$ cat src/rtl/qdi_pkg.sv
package qdi_pkg;
   localparam int NSRC  = 4;
   localparam int NQ    = 2;
   localparam int IDX_W = 2;

   typedef enum logic [1:0] {
      SRC_Q1_DONE  = 2'd0,
      SRC_Q1_PAUSE = 2'd1,
      SRC_Q2_DONE  = 2'd2,
      SRC_Q2_PAUSE = 2'd3
   } src_e;

   localparam int REG_STATUS = 0;
   localparam int REG_ENABLE = 1;
   localparam int REG_CONFIG = 2;
endpackage

$ cat src/rtl/qdi_flag_cell.sv
// One sticky status flag with its read-while-set marker.
module qdi_flag_cell (
   input  logic clk,
   input  logic rst_n,
   input  logic evt_i,
   input  logic rd_stat_i,
   input  logic clr_i,
   output logic flag_o,
   output logic armed_o
);
   logic flag_q, arm_q;

   always_ff @(posedge clk) begin
      if (!rst_n) begin
         flag_q <= 1'b0;
         arm_q  <= 1'b0;
      end else begin
         if (evt_i)
            flag_q <= 1'b1;
         else if (clr_i && arm_q)
            flag_q <= 1'b0;

         if (evt_i)
            arm_q <= 1'b0;
         else if (rd_stat_i && flag_q)
            arm_q <= 1'b1;
         else if (clr_i && arm_q)
            arm_q <= 1'b0;
      end
   end

   assign flag_o  = flag_q;
   assign armed_o = arm_q;
endmodule

$ cat src/rtl/qdi_cfg_regs.sv
// Enable register and supervisor-only configuration word.
module qdi_cfg_regs #(
   parameter int DATA_W = 16,
   parameter int NSRC   = 4,
   parameter logic [DATA_W-1:0] CFG_MASK = '1
) (
   input  logic              clk,
   input  logic              rst_n,
   input  logic              en_wr_i,
   input  logic              cfg_wr_i,
   input  logic [DATA_W-1:0] wdata_i,
   output logic [NSRC-1:0]   en_o,
   output logic [DATA_W-1:0] cfg_o
);
   logic [NSRC-1:0]   en_q;
   logic [DATA_W-1:0] cfg_q;

   always_ff @(posedge clk) begin
      if (!rst_n) begin
         en_q  <= '0;
         cfg_q <= '0;
      end else begin
         if (en_wr_i)
            en_q <= wdata_i[NSRC-1:0];
         if (cfg_wr_i)
            cfg_q <= wdata_i & CFG_MASK;
      end
   end

   assign en_o  = en_q;
   assign cfg_o = cfg_q;
endmodule

$ cat src/rtl/qdi_irq_arb.sv
// Lowest-index pending source selection, level and vector formation.
module qdi_irq_arb #(
   parameter int NSRC  = 4,
   parameter int NQ    = 2,
   parameter int IDX_W = 2,
   parameter int LVL_W = 3,
   parameter int VEC_W = 8,
   localparam int BASE_W = VEC_W - IDX_W,
   localparam int PER_Q  = NSRC / NQ
) (
   input  logic [NSRC-1:0]           pend_i,
   input  logic [NQ-1:0][LVL_W-1:0]  lvl_i,
   input  logic [BASE_W-1:0]         base_i,
   input  logic                      ack_i,
   output logic                      req_o,
   output logic [LVL_W-1:0]          level_o,
   output logic [VEC_W-1:0]          vector_o
);
   logic [IDX_W-1:0] sel;
   logic [NQ-1:0]    q_hit;

   always_comb begin
      sel = '0;
      for (int i = NSRC - 1; i >= 0; i--)
         if (pend_i[i])
            sel = IDX_W'(i);
   end

   assign req_o = |pend_i;

   for (genvar q = 0; q < NQ; q++) begin : g_qsel
      assign q_hit[q] = (32'(sel) / PER_Q) == q;
   end

   always_comb begin
      level_o = '0;
      for (int q = 0; q < NQ; q++)
         if (req_o && q_hit[q])
            level_o = lvl_i[q];
   end

   assign vector_o = (ack_i && req_o) ? {base_i, sel} : '0;
endmodule

$ cat src/rtl/qdi_irq_ctrl.sv
module qdi_irq_ctrl #(
   parameter int DATA_W = 16,
   parameter int LVL_W  = 3,
   parameter int VEC_W  = 8,
   parameter int ADDR_W = 2
) (
   input  logic              clk,
   input  logic              rst_n,
   input  logic [3:0]        evt_i,
   input  logic              bus_rd,
   input  logic              bus_wr,
   input  logic              bus_sup,
   input  logic [ADDR_W-1:0] bus_addr,
   input  logic [DATA_W-1:0] bus_wdata,
   output logic [DATA_W-1:0] bus_rdata,
   output logic              irq_req,
   output logic [LVL_W-1:0]  irq_level,
   input  logic              irq_ack,
   output logic [VEC_W-1:0]  irq_vector
);
   import qdi_pkg::*;

   localparam int BASE_W   = VEC_W - IDX_W;
   localparam int BASE_LSB = DATA_W - BASE_W;
   localparam int LVL2_LSB = 4;
   localparam logic [DATA_W-1:0] LVL_ONES = DATA_W'((1 << LVL_W) - 1);
   localparam logic [DATA_W-1:0] CFG_MASK =
      LVL_ONES | (LVL_ONES << LVL2_LSB) |
      (DATA_W'((1 << BASE_W) - 1) << BASE_LSB);

   if (LVL_W < 1 || LVL_W > 4) begin : g_bad_lvl
      $error("LVL_W must be 1..4");
   end
   if (VEC_W <= IDX_W || VEC_W > 16) begin : g_bad_vec
      $error("VEC_W must be 3..16");
   end
   if (DATA_W > 32 || BASE_LSB < 2 * LVL2_LSB) begin : g_bad_data
      $error("DATA_W too narrow for configuration layout");
   end
   if (ADDR_W < 2) begin : g_bad_addr
      $error("ADDR_W must be at least 2");
   end

   logic sel_stat, sel_en, sel_cfg;
   assign sel_stat = bus_addr == ADDR_W'(REG_STATUS);
   assign sel_en   = bus_addr == ADDR_W'(REG_ENABLE);
   assign sel_cfg  = bus_addr == ADDR_W'(REG_CONFIG);

   logic [NSRC-1:0] flags_q, armed_q, enables;
   logic [DATA_W-1:0] cfg_word;

   for (genvar i = 0; i < NSRC; i++) begin : g_flag
      qdi_flag_cell u_cell (
         .clk       (clk),
         .rst_n     (rst_n),
         .evt_i     (evt_i[i]),
         .rd_stat_i (bus_rd && sel_stat),
         .clr_i     (bus_wr && sel_stat && !bus_wdata[i]),
         .flag_o    (flags_q[i]),
         .armed_o   (armed_q[i])
      );
   end

   qdi_cfg_regs #(
      .DATA_W   (DATA_W),
      .NSRC     (NSRC),
      .CFG_MASK (CFG_MASK)
   ) u_cfg (
      .clk      (clk),
      .rst_n    (rst_n),
      .en_wr_i  (bus_wr && sel_en),
      .cfg_wr_i (bus_wr && sel_cfg && bus_sup),
      .wdata_i  (bus_wdata),
      .en_o     (enables),
      .cfg_o    (cfg_word)
   );

   logic [NQ-1:0][LVL_W-1:0] q_lvl;
   assign q_lvl[0] = cfg_word[LVL_W-1:0];
   assign q_lvl[1] = cfg_word[LVL2_LSB +: LVL_W];

   qdi_irq_arb #(
      .NSRC  (NSRC),
      .NQ    (NQ),
      .IDX_W (IDX_W),
      .LVL_W (LVL_W),
      .VEC_W (VEC_W)
   ) u_arb (
      .pend_i   (flags_q & enables),
      .lvl_i    (q_lvl),
      .base_i   (cfg_word[BASE_LSB +: BASE_W]),
      .ack_i    (irq_ack),
      .req_o    (irq_req),
      .level_o  (irq_level),
      .vector_o (irq_vector)
   );

   always_comb begin
      bus_rdata = '0;
      if (bus_rd) begin
         if (sel_stat)
            bus_rdata = DATA_W'(flags_q);
         else if (sel_en)
            bus_rdata = DATA_W'(enables);
         else if (sel_cfg && bus_sup)
            bus_rdata = cfg_word;
      end
   end
endmodule

$ cat config.mk
export PLATFORM = sky130hd
export DESIGN_NAME = qdi_irq_ctrl
export DESIGN_NICKNAME = d
export VERILOG_FILES = /design/src/rtl/qdi_pkg.sv /design/src/rtl/qdi_flag_cell.sv /design/src/rtl/qdi_cfg_regs.sv /design/src/rtl/qdi_irq_arb.sv /design/src/rtl/qdi_irq_ctrl.sv
export SDC_FILE = /design/constraint.sdc
export NUM_CORES = 1
export LEC_CHECK = 0
export ABC_CLOCK_PERIOD_IN_PS = 1340
export BUFFER_PORTS_ARGS = -buffer_cell sky130_fd_sc_hd__buf_2
export CAP_MARGIN = 5
export CORE_MARGIN = 1.5
export CORE_UTILIZATION = 43
export CTS_CLUSTER_SIZE = 20
export DETAILED_ROUTE_END_ITERATION = 6
export PLACE_DENSITY = 0.77
export SETUP_SLACK_MARGIN = 0.4
export SYNTH_ARGS = -nofsm -noshare
export SYNTH_HDL_FRONTEND = slang
export SYNTH_HIERARCHICAL = 1
export SYNTH_SLANG_ARGS = --single-unit
$ cat constraint.sdc
create_clock -name clk -period 1.34 [get_ports clk]
set_input_delay 0.268 -clock clk [delete_from_list [all_inputs] [get_ports clk]]
set_output_delay 0.268 -clock clk [all_outputs]
set_load 0.02 [all_outputs]
==> results by group, run 1 <==
Cells and area
  • N_diodes: 0
  • Most frequent cells in the layout: 37 x buf_6, 22 x buf_2, 19 x and2_4, 18 x dfxtp_1, 18 x buf_4
  • Commonest non-fill, non-tap cell in the layout: buf_6
  • Fin nets: 267
  • Share of cells above drive strength 1: 61.34%
  • Fillers: 185
  • Area Overhead vs Synth: 74.40%
  • Util after Layout: 79.19%

Setup path
  • Worst setup path category: reg -> out
  • Critical Path AT: 1.67 ns
  • CP peak stage delay: 0.52 ns
  • Worst setup SP type: register
  • Critical Path RT: 1.07 ns
  • CP most frequent cell: and2_4
  • CP max-delay cell: o41a_1
  • CP max FO: 6
  • Crit. Startpoint: u_cfg/en_o[3]$_SDFFE_PN0P_
  • Reg-to-Reg Start: g_flag[0].u_cell/flag_o$_SDFFE_PN0P_
  • R2R setup slack: 0.47 ns
  • Crit. End Element: primary output
  • Cell Chain, Critical Path: and2_4 > o41a_1 > and2_4 > buf_6

GRT
  • Vias in the first global route: 1433
  • Global route overflow: 0
  • First-pass GRT wire length: 6568 um
  • Total GRT Usage: 24.25%
  • Initial antenna violation count: 0
  • Largest net degree at the start of global routing: 25

Floorplan
  • Chip width: 60.01 um
  • Initial Util: 45.41%
  • Core footprint: 3078 sq um
  • IO Pins: 56
  • Die area: 3601 sq um
  • Rows: 20
  • DIE HEIGHT: 60.01 um

Run
  • Max cap viols: 0

Synthesis
  • Post-synth EDFFs: 0
  • Avg Inst Size Synth: 8.735 sq um
  • Total number of yosys warnings: 6
  • FFs w/ async S/R, synth: 0%
  • Synthesized cell area: 1398 sq um
  • Post-synthesis register bit count: 24
  • Most used DFF post-synth: dfxtp_1
  • Post-Syn Instances: 160
  • Sequential area share after synthesis: 34.38%
  • Unique masters post-synth: 28

Clock tree
  • CTS buffer count: 3
  • H-tree depth: 1
  • Clk sink count: 24
  • Worst-path clk slew: 0.15 ns
  • TritonCTS clock tree: yes
  • Clk_lat worst skew: 0.32 ns
  • Root Driver: clkbuf_4
  • CTS Buffer Depth: 2

Place
  • Post-DP HPWL: 2884 um
  • Port Buf Inserts: 49
  • Worst slack, placed: -0.2191 ns
  • Routability cong.: 0.8210

Route
  • Routed Antenna Nets: 0
  • DR iter-0 viols: 95
  • Via-to-Cell Ratio: 5.316
  • DRC errors left: 0
  • Drt pass-1 iters: 4
  • Vias: 1499
  • Final WL: 4931 um
  • WL/cell: 17.49 um

STA
  • Fin worst setup slack: -0.6006 ns
  • Final setup vio count: 25
  • Peak Freq: 515.3 MHz
  • Max Clock Skew: 0.001387 ns
  • Tmin final: 1.941 ns
  • Final worst-path cycle share: 144.8%
  • Fin. Hold Viols: 0
  • Final Max Slew Viols: 0
  • RSZ-0062 raised after global routing: yes

Power and ir drop
  • Leakage: 0.9865 nW
  • VDD IR max: 0.8572 mV
  • Power per cell area: 664.7 nW/um^2

Outcome
  • Violated checks: negative setup slack
  • Status: finished with violations

Hold path
  • Hold Path Class: in -> reg
  • HP Start: bus_wdata[13]
timing repair:
item | CTS | global route
setup endpoints to repair | 49 | 47
hold buffers | 0 | 0
cloned | 1 | 0
buffers inserted | 2 | 4
pin swaps | 8 | 8
gates resized for setup | 69 | 29
metal layers:
metal	share of wire, %	up-vias	GRT usage, %
li1	-	706	-
met1	40	720	31.03
met2	54	63	41.61
met3	4.8	10	2.814
met4	1.3	0	8.889
met5	0	-	0
final cells by class:
type / instances / area, sq um / area share, %
Multi-Input combinational cell: 123 / 1082 / 44.40
Timing Repair Buffer: 81 / 737.0 / 30.24
Sequential cell: 24 / 488.0 / 20.02
Tap cell: 44 / 55.05 / 2.259
Clock inverter: 1 / 30.03 / 1.232
Clock buffer: 3 / 22.52 / 0.9240
Inverter: 6 / 22.52 / 0.9240
synth_stat cells (2+ instances only):
master / count / share of area [%]
o21ai_1: 4 / 1.4
a21oi_2: 4 / 2.5
and2_1: 22 / 9.8
buf_6: 2 / 1.6
buf_4: 4 / 2.1
nor2_1: 5 / 1.3
nand2_1: 4 / 1.1
or3b_1: 5 / 3.1
nor2b_1: 17 / 7.6
inv_1: 6 / 1.6
nand4b_1: 4 / 2.5
nand2b_1: 8 / 3.6
and4b_1: 2 / 1.4
mux2i_1: 16 / 11
nand3b_1: 4 / 2.1
a31oi_1: 8 / 3.6
o21ai_0: 10 / 3.6
buf_2: 2 / 0.72
dfxtp_1: 24 / 34
kinds of logic (layout without fill, tap and decap cells):
group | after synthesis | count (layout) | share of synthesized area (%)
AO/OA/AOI/OAI | 28 | 28 | 12.62
other | 1 | 4 | 0.2683
AND/OR/NAND/NOR | 75 | 75 | 34.56
multiplexers | 16 | 16 | 11.46
buffers and inverters | 16 | 91 | 6.714
flip-flops | 24 | 24 | 34.38
flip-flops by register name, summed over array words and instances, names as in the netlist:
| name | flops |
|---|---|
| u_cfg/cfg_o | 12 |
| g_flag.u_cell/armed_o | 4 |
| u_cfg/en_o | 4 |
| g_flag.u_cell/flag_o | 4 |
critical path: cells and delay by family, from the launching register on:
kind / cells / cell delay (ns)
compound gates: 1 / 0.52
buf+inv: 1 / 0.12
simple gates: 2 / 0.36
flops: 1 / 0.34
stage by stage:
stage	TNS, ns	instances	cell area [sq um]	hold slack (ns)	total power (W)
6_report	-7.638	282	2437	0.1932	0.001620
5_1_grt	-8.365	282	2437	0.1966	0.001672
4_1_cts	-7.134	278	2315	0.1988	0.001574
3_5_place_dp	-3.821	271	2017	0.4396	0.001022
3_3_place_gp	-2.889	271	2017	0.4237	0.001011
2_1_floorplan	-0.3530	163	1604	0.3962	0.0009148
path summary, 6_finish.rpt:
check,to,cells after the start
setup reg to reg,g_flag[0].u_cell/flag_o$_SDFFE_PN0P_,4
hold / removal,u_cfg/cfg_o[13]$_SDFFE_PN0P_,3
setup / recovery,irq_vector[2],4
hold reg to reg,g_flag[0].u_cell/armed_o$_SDFFE_PP0P_,2
report_power, final:
group	internal, W	leakage (nW)	total (W)	switching, W
combinational	0.000173	0.762	0.000323	0.000151
sequential	0.000738	0.197	0.000757	0.0000193
clock	0.000303	0.0279	0.000540	0.000237
No activity file was read; power rests on OpenSTA's default activity.
==> run 2: changes to the inputs <==
CORE_ASPECT_RATIO = 1.5   (was default)
CORE_MARGIN = 2   (was 1.5)
==> run 2 against run 1 <==
Effect of this change:
- the flow still finishes with violations (negative setup slack)
- core utilization is 6.3 points higher
- hold slack gained 0.057 ns
- setup slack improved by 0.060 ns
- clock skew fell by 0.00078 ns
- first-iteration DRC count shrank 47%
- routed wire length up 4.9%
- non-clock buffer count rose by 12
- global-route usage grew 4.1 points
- total power is 1.5% higher
- register-to-register slack worse by 0.11 ns
- clock power fell by 8.1%
- maximum frequency is 3.2% higher
- critical endpoint is now irq_vector[5]
==> results by group, run 2 (same netlist as run 1, synthesis figures left out) <==
Floorplan
  • Chip width: 50.55 um
  • Initial Util: 44.68%
  • IO Pins: 56
  • Rows: 25
  • Core footprint: 3128 sq um
  • DIE HEIGHT: 73.82 um
  • Die area: 3732 sq um

Cells and area
  • Share of cells above drive strength 1: 63.60%
  • Fillers: 154
  • Util after Layout: 85.52%
  • N_diodes: 0
  • Fin nets: 279
  • Fin cells: 290
  • Commonest non-fill, non-tap cell in the layout: buf_6
  • Largest register FFs: 12
  • Area Overhead vs Synth: 91.41%
  • Most frequent cells in the layout: 40 x buf_6, 21 x buf_2, 21 x buf_4, 19 x and2_4, 18 x dfxtp_1

Setup path
  • Worst setup path category: reg -> out
  • Critical Path AT: 1.61 ns
  • CP peak stage delay: 0.53 ns
  • CP max FO: 6
  • Critical path's top delay family: compound AO/OA/AOI/OAI gates
  • Buf/Inv on CP: 1
  • Worst setup SP type: register
  • Cell Chain, Critical Path: and2_4 > o41a_1 > and2_4 > buf_6
  • CP most frequent cell: and2_4
  • Critical Path RT: 1.07 ns
  • Crit. End Element: primary output
  • CP max-delay cell: o41a_1

Power and ir drop
  • VDD IR max: 0.6752 mV
  • Power per cell area: 614.7 nW/um^2
  • Leakage: 1.115 nW

Place
  • Routability cong.: 0.7483
  • Post-DP HPWL: 2631 um
  • Port Buf Inserts: 49
  • Dpl cells: 265

GRT
  • GRT busiest layer: met2
  • First-pass GRT wire length: 7762 um
  • Vias in the first global route: 1604
  • Global route overflow: 0
  • GRT met2 Usage: 52.63%
  • Initial antenna violation count: 0
  • Met1 usage: 29.81%
  • Total GRT Usage: 28.40%
  • Met3 usage: 4.878%
  • Largest net degree at the start of global routing: 25

Hold path
  • Hold Path Class: in -> reg

Clock tree
  • Clk sink count: 24
  • H-tree depth: 1
  • CTS buffer count: 3
  • Clk_lat worst skew: 0.27 ns
  • TritonCTS clock tree: yes
  • Worst-path clk slew: 0.08 ns
  • CTS Buffer Depth: 2
  • Root Driver: clkbuf_8

Route
  • WL/cell: 17.84 um
  • Routed Antenna Nets: 0
  • Vias: 1541
  • DR iter-0 viols: 50
  • Drt pass-1 iters: 4
  • Final WL: 5175 um
  • DRC errors left: 0
  • Via-to-Cell Ratio: 5.314

STA
  • Final Max Slew Viols: 0
  • Tmin final: 1.881 ns
  • Max Clock Skew: 0.0006030 ns
  • Final setup vio count: 25
  • Final worst-path cycle share: 140.4%
  • RSZ-0062 raised after global routing: yes
  • Fin. Hold Viols: 0
  • Fin worst setup slack: -0.5409 ns
  • Peak Freq: 531.6 MHz
  • WHS: 0.2500 ns

Outcome
  • Status: finished with violations
  • Violated checks: negative setup slack

Run
  • Max cap viols: 0
run 2: layout make-up:
cell class,count,area (sq um),share of cell area [%]
inverter,6,22.52,0.8419
timing repair buffer,93,953.4,35.64
multi-input combinational,123,1106,41.35
clock buffer,4,55.05,2.058
sequential,24,488.0,18.24
tap,40,50.05,1.871
run 2: per-layer routing:
metal / wire [um] / share of wire (%) / vias to the layer above
li1: - / - / 724
met1: 1830 / 35 / 738
met2: 2956 / 57 / 64
met3: 235 / 4.5 / 15
met4: 153 / 3.0 / 0
met5: 0 / 0 / -
run 2: per-stage QoR:
step | total power [W] | instance area [sq um] | TNS (ns) | setup slack [ns]
after floorplan | 0.0009148 | 1604 | -0.3530 | -0.04658
after global placement | 0.001014 | 1997 | -4.537 | -0.2378
after detailed placement | 0.001020 | 1997 | -5.073 | -0.2418
after CTS | 0.001606 | 2554 | -7.176 | -0.5137
after global routing | 0.001713 | 2675 | -8.998 | -0.5690
final | 0.001644 | 2675 | -8.300 | -0.5409
run 2: worst min-delay path, stage by stage:
cell	delay, ns
buf_2	0.07
mux2i_1	0.05
nor2b_1	0.09
run 2: power by group:
group	internal [W]	switching, W	total (W)	leakage, nW
logic	0.000225	0.000171	0.000396	0.889
registers	0.000737	0.0000165	0.000753	0.197
clock network	0.000263	0.000233	0.000496	0.0288
total	0.00122	0.000420	0.00164	1.12
run 2: final timing paths:
kind / start / endpoint / slack (ns) / depth (start not counted)
worst min-delay path: bus_wdata[5] / u_cfg/cfg_o[5]$_SDFFE_PN0P_ / 0.25 / 3
worst max register to register: u_cfg/en_o[3]$_SDFFE_PN0P_ / u_cfg/en_o[3]$_SDFFE_PN0P_ / 0.36 / 5
worst max-delay path: u_cfg/en_o[3]$_SDFFE_PN0P_ / irq_vector[5] / -0.54 / 4
worst min register to register: g_flag[0].u_cell/armed_o$_SDFFE_PP0P_ / g_flag[0].u_cell/armed_o$_SDFFE_PP0P_ / 0.49 / 2
run 2: timing repair:
| item | CTS | global route |
|---|---|---|
| pin swaps | 15 | 16 |
| cloned | 4 | 0 |
| buffers inserted | 10 | 7 |
| endpoints found under the hold margin | 0 | 0 |
| hold buffers | 0 | 0 |
| gates resized for setup | 92 | 20 |
| setup endpoints to repair | 49 | 49 |
==> run 3: changes to the inputs <==
ABC_CLOCK_PERIOD_IN_PS = 1850   (was 1340)
CORE_UTILIZATION = 48   (was 43)
PLACE_DENSITY = 0.81   (was 0.77)
clock period = 1.85 ns   (was 1.34 ns; I/O delays follow)
==> run 3 against run 2 <==
Effect of this change:
- the flow still finishes with violations (negative setup slack)
- clock-buffer cell count fell by 1
- clock skew is essentially flat
- via count is 7.0% lower
- clock power decreased by 35%
- global-route usage is 3.0 points lower
- die area down 9.7%
- sequential power decreased by 28%
==> results by group, run 3 (same netlist as run 1, synthesis figures left out) <==
Clock tree
  • CTS Buffer Depth: 2
  • Root Driver: clkbuf_8
  • Clk_lat worst skew: 0.28 ns
  • Worst-path clk slew: 0.08 ns
  • TritonCTS clock tree: yes
  • Clk sink count: 24
  • Post-CTS Hold Fix Bufs: 0
  • H-tree depth: 1
  • CTS buffer count: 3

Floorplan
  • Die area: 3368 sq um
  • Chip width: 48.06 um
  • IO Pins: 56
  • Initial Util: 48.99%
  • Core footprint: 2853 sq um
  • DIE HEIGHT: 70.09 um
  • Rows: 24

Hold path
  • HP Start: evt_i[0]
  • Hold Path Class: in -> reg
  • Worst hold path depth: 3
  • Hold EP: g_flag[0].u_cell/flag_o$_SDFFE_PN0P_

Place
  • Routability cong.: 0.7881
  • Port Buf Inserts: 49
  • Post-DP HPWL: 2313 um

STA
  • RSZ-0062 raised after global routing: yes
  • Final setup vio count: 7
  • Final Max Slew Viols: 0
  • Worst slew margin: 62.92%
  • Slew @ Worst Pin: 0.5520 ns
  • Peak Freq: 503.0 MHz
  • Max Clock Skew: 0.0005060 ns
  • Tmin final: 1.988 ns
  • Fin worst setup slack: -0.1381 ns
  • Final setup TNS: -0.8130 ns
  • Fin. Hold Viols: 0
  • Final worst-path cycle share: 107.5%
  • WHS: 0.3374 ns

GRT
  • Total GRT Usage: 25.39%
  • Met3 usage: 3.876%
  • Largest net degree at the start of global routing: 25
  • Initial antenna violation count: 0
  • Met1 usage: 33.82%
  • GRT busiest layer: met2
  • Vias in the first global route: 1340
  • GRT met2 Usage: 40.00%
  • First-pass GRT wire length: 6237 um
  • Global route overflow: 0

Route
  • Drt pass-1 iters: 4
  • WL/cell: 16.34 um
  • Final WL: 4282 um
  • DRC errors left: 0
  • Via-to-Cell Ratio: 5.469
  • Vias: 1433
  • DR iter-0 viols: 27
  • Routed Antenna Nets: 0

Run
  • Max cap viols: 0

Setup path
  • R2r worst-path depth: 4
  • Critical Path AT: 1.62 ns
  • CP max FO: 6
  • Reg-to-Reg Start: g_flag[1].u_cell/flag_o$_SDFFE_PN0P_
  • Worst setup path category: reg -> out
  • Worst setup SP type: register
  • R2R setup slack: 0.99 ns
  • Crit. End Element: primary output
  • Crit Reg-Reg Endpoint: g_flag[1].u_cell/flag_o$_SDFFE_PN0P_
  • Critical Path RT: 1.48 ns

Cells and area
  • Fin nets: 253
  • Fillers: 177
  • Util after Layout: 77.68%
  • Multi-input logic area: 1012 sq um
  • N_diodes: 0
  • Most frequent cells in the layout: 30 x buf_6, 22 x buf_2, 19 x and2_4
  • Share of cells above drive strength 1: 53.81%
  • Sequential Area: 493.0 sq um
  • Commonest non-fill, non-tap cell in the layout: buf_6
  • Largest register FFs: 12
  • Area Overhead vs Synth: 58.55%

Outcome
  • Status: finished with violations
  • Violated checks: negative setup slack

Power and ir drop
  • Power per cell area: 485.1 nW/um^2
  • Leakage: 0.9045 nW
  • VDD IR max: 0.6148 mV
==> run 3: cell count changes in the layout (fill, tap and decap cells not counted), sizes merged <==
cell and change:
and4b +1, clkbuf -1, bufbuf +1, buf -28
==> run 3: what timing repair did <==
action | in CTS | in global routing
setup endpoints to repair | 25 | 25
gates resized for setup | 82 | 25
gates cloned | 2 | 0
buffers inserted | 9 | 4
pin swaps | 18 | 14
==> run 3: worst max-delay path: stages (launching register included) <==
cell     delay (ns)
dfxtp_2        0.32
and2_4         0.17
o41a_1         0.52
and2_4         0.21
buf_6          0.12
==> run 3: cell type report <==
type | instances | area share (%)
inverters | 6 | 1.016
repair buffers | 66 | 26.99
multi-input cells | 124 | 45.68
well taps | 39 | 2.202
clock buffers | 3 | 1.863
flip-flops and latches | 24 | 22.25
==> run 3: stage by stage <==
step / setup WS [ns] / total power [W] / std cells / area [sq um]
final: -0.1381 / 0.001075 / 262 / 2216
after global routing: -0.1766 / 0.001105 / 262 / 2216
after CTS: -0.1400 / 0.001048 / 258 / 2090
after detailed placement: 0.06541 / 0.0006949 / 244 / 1713
after global placement: 0.1179 / 0.0006920 / 244 / 1713
after floorplan: 0.3544 / 0.0006438 / 163 / 1468
==> run 3: how the worst max path moves through the flow <==
stage                                               startpoint             to  slack [ns]
after floorplan                     u_cfg/en_o[1]$_SDFFE_PN0P_        irq_req        0.35
after global placement                             bus_addr[1]   bus_rdata[6]        0.12
after detailed placement                           bus_addr[1]  bus_rdata[12]        0.07
after CTS                 g_flag[0].u_cell/flag_o$_SDFFE_PN0P_  irq_vector[2]       -0.14
after global routing                u_cfg/en_o[1]$_SDFFE_PN0P_  irq_vector[6]       -0.18
final                               u_cfg/en_o[1]$_SDFFE_PN0P_  irq_vector[6]       -0.14
==> run 3: layer usage <==
layer | share of wire (%) | vias to the layer above
met5 | 0 | -
met4 | 2.9 | 0
met3 | 5.5 | 11
met2 | 52 | 69
met1 | 40 | 678
li1 | - | 675
==> run 3: report_power, final <==
part           internal [W]  switching, W  leakage, nW
sequential         0.000533     0.0000113        0.198
clock              0.000146      0.000174       0.0216
combinational      0.000111     0.0000990        0.685
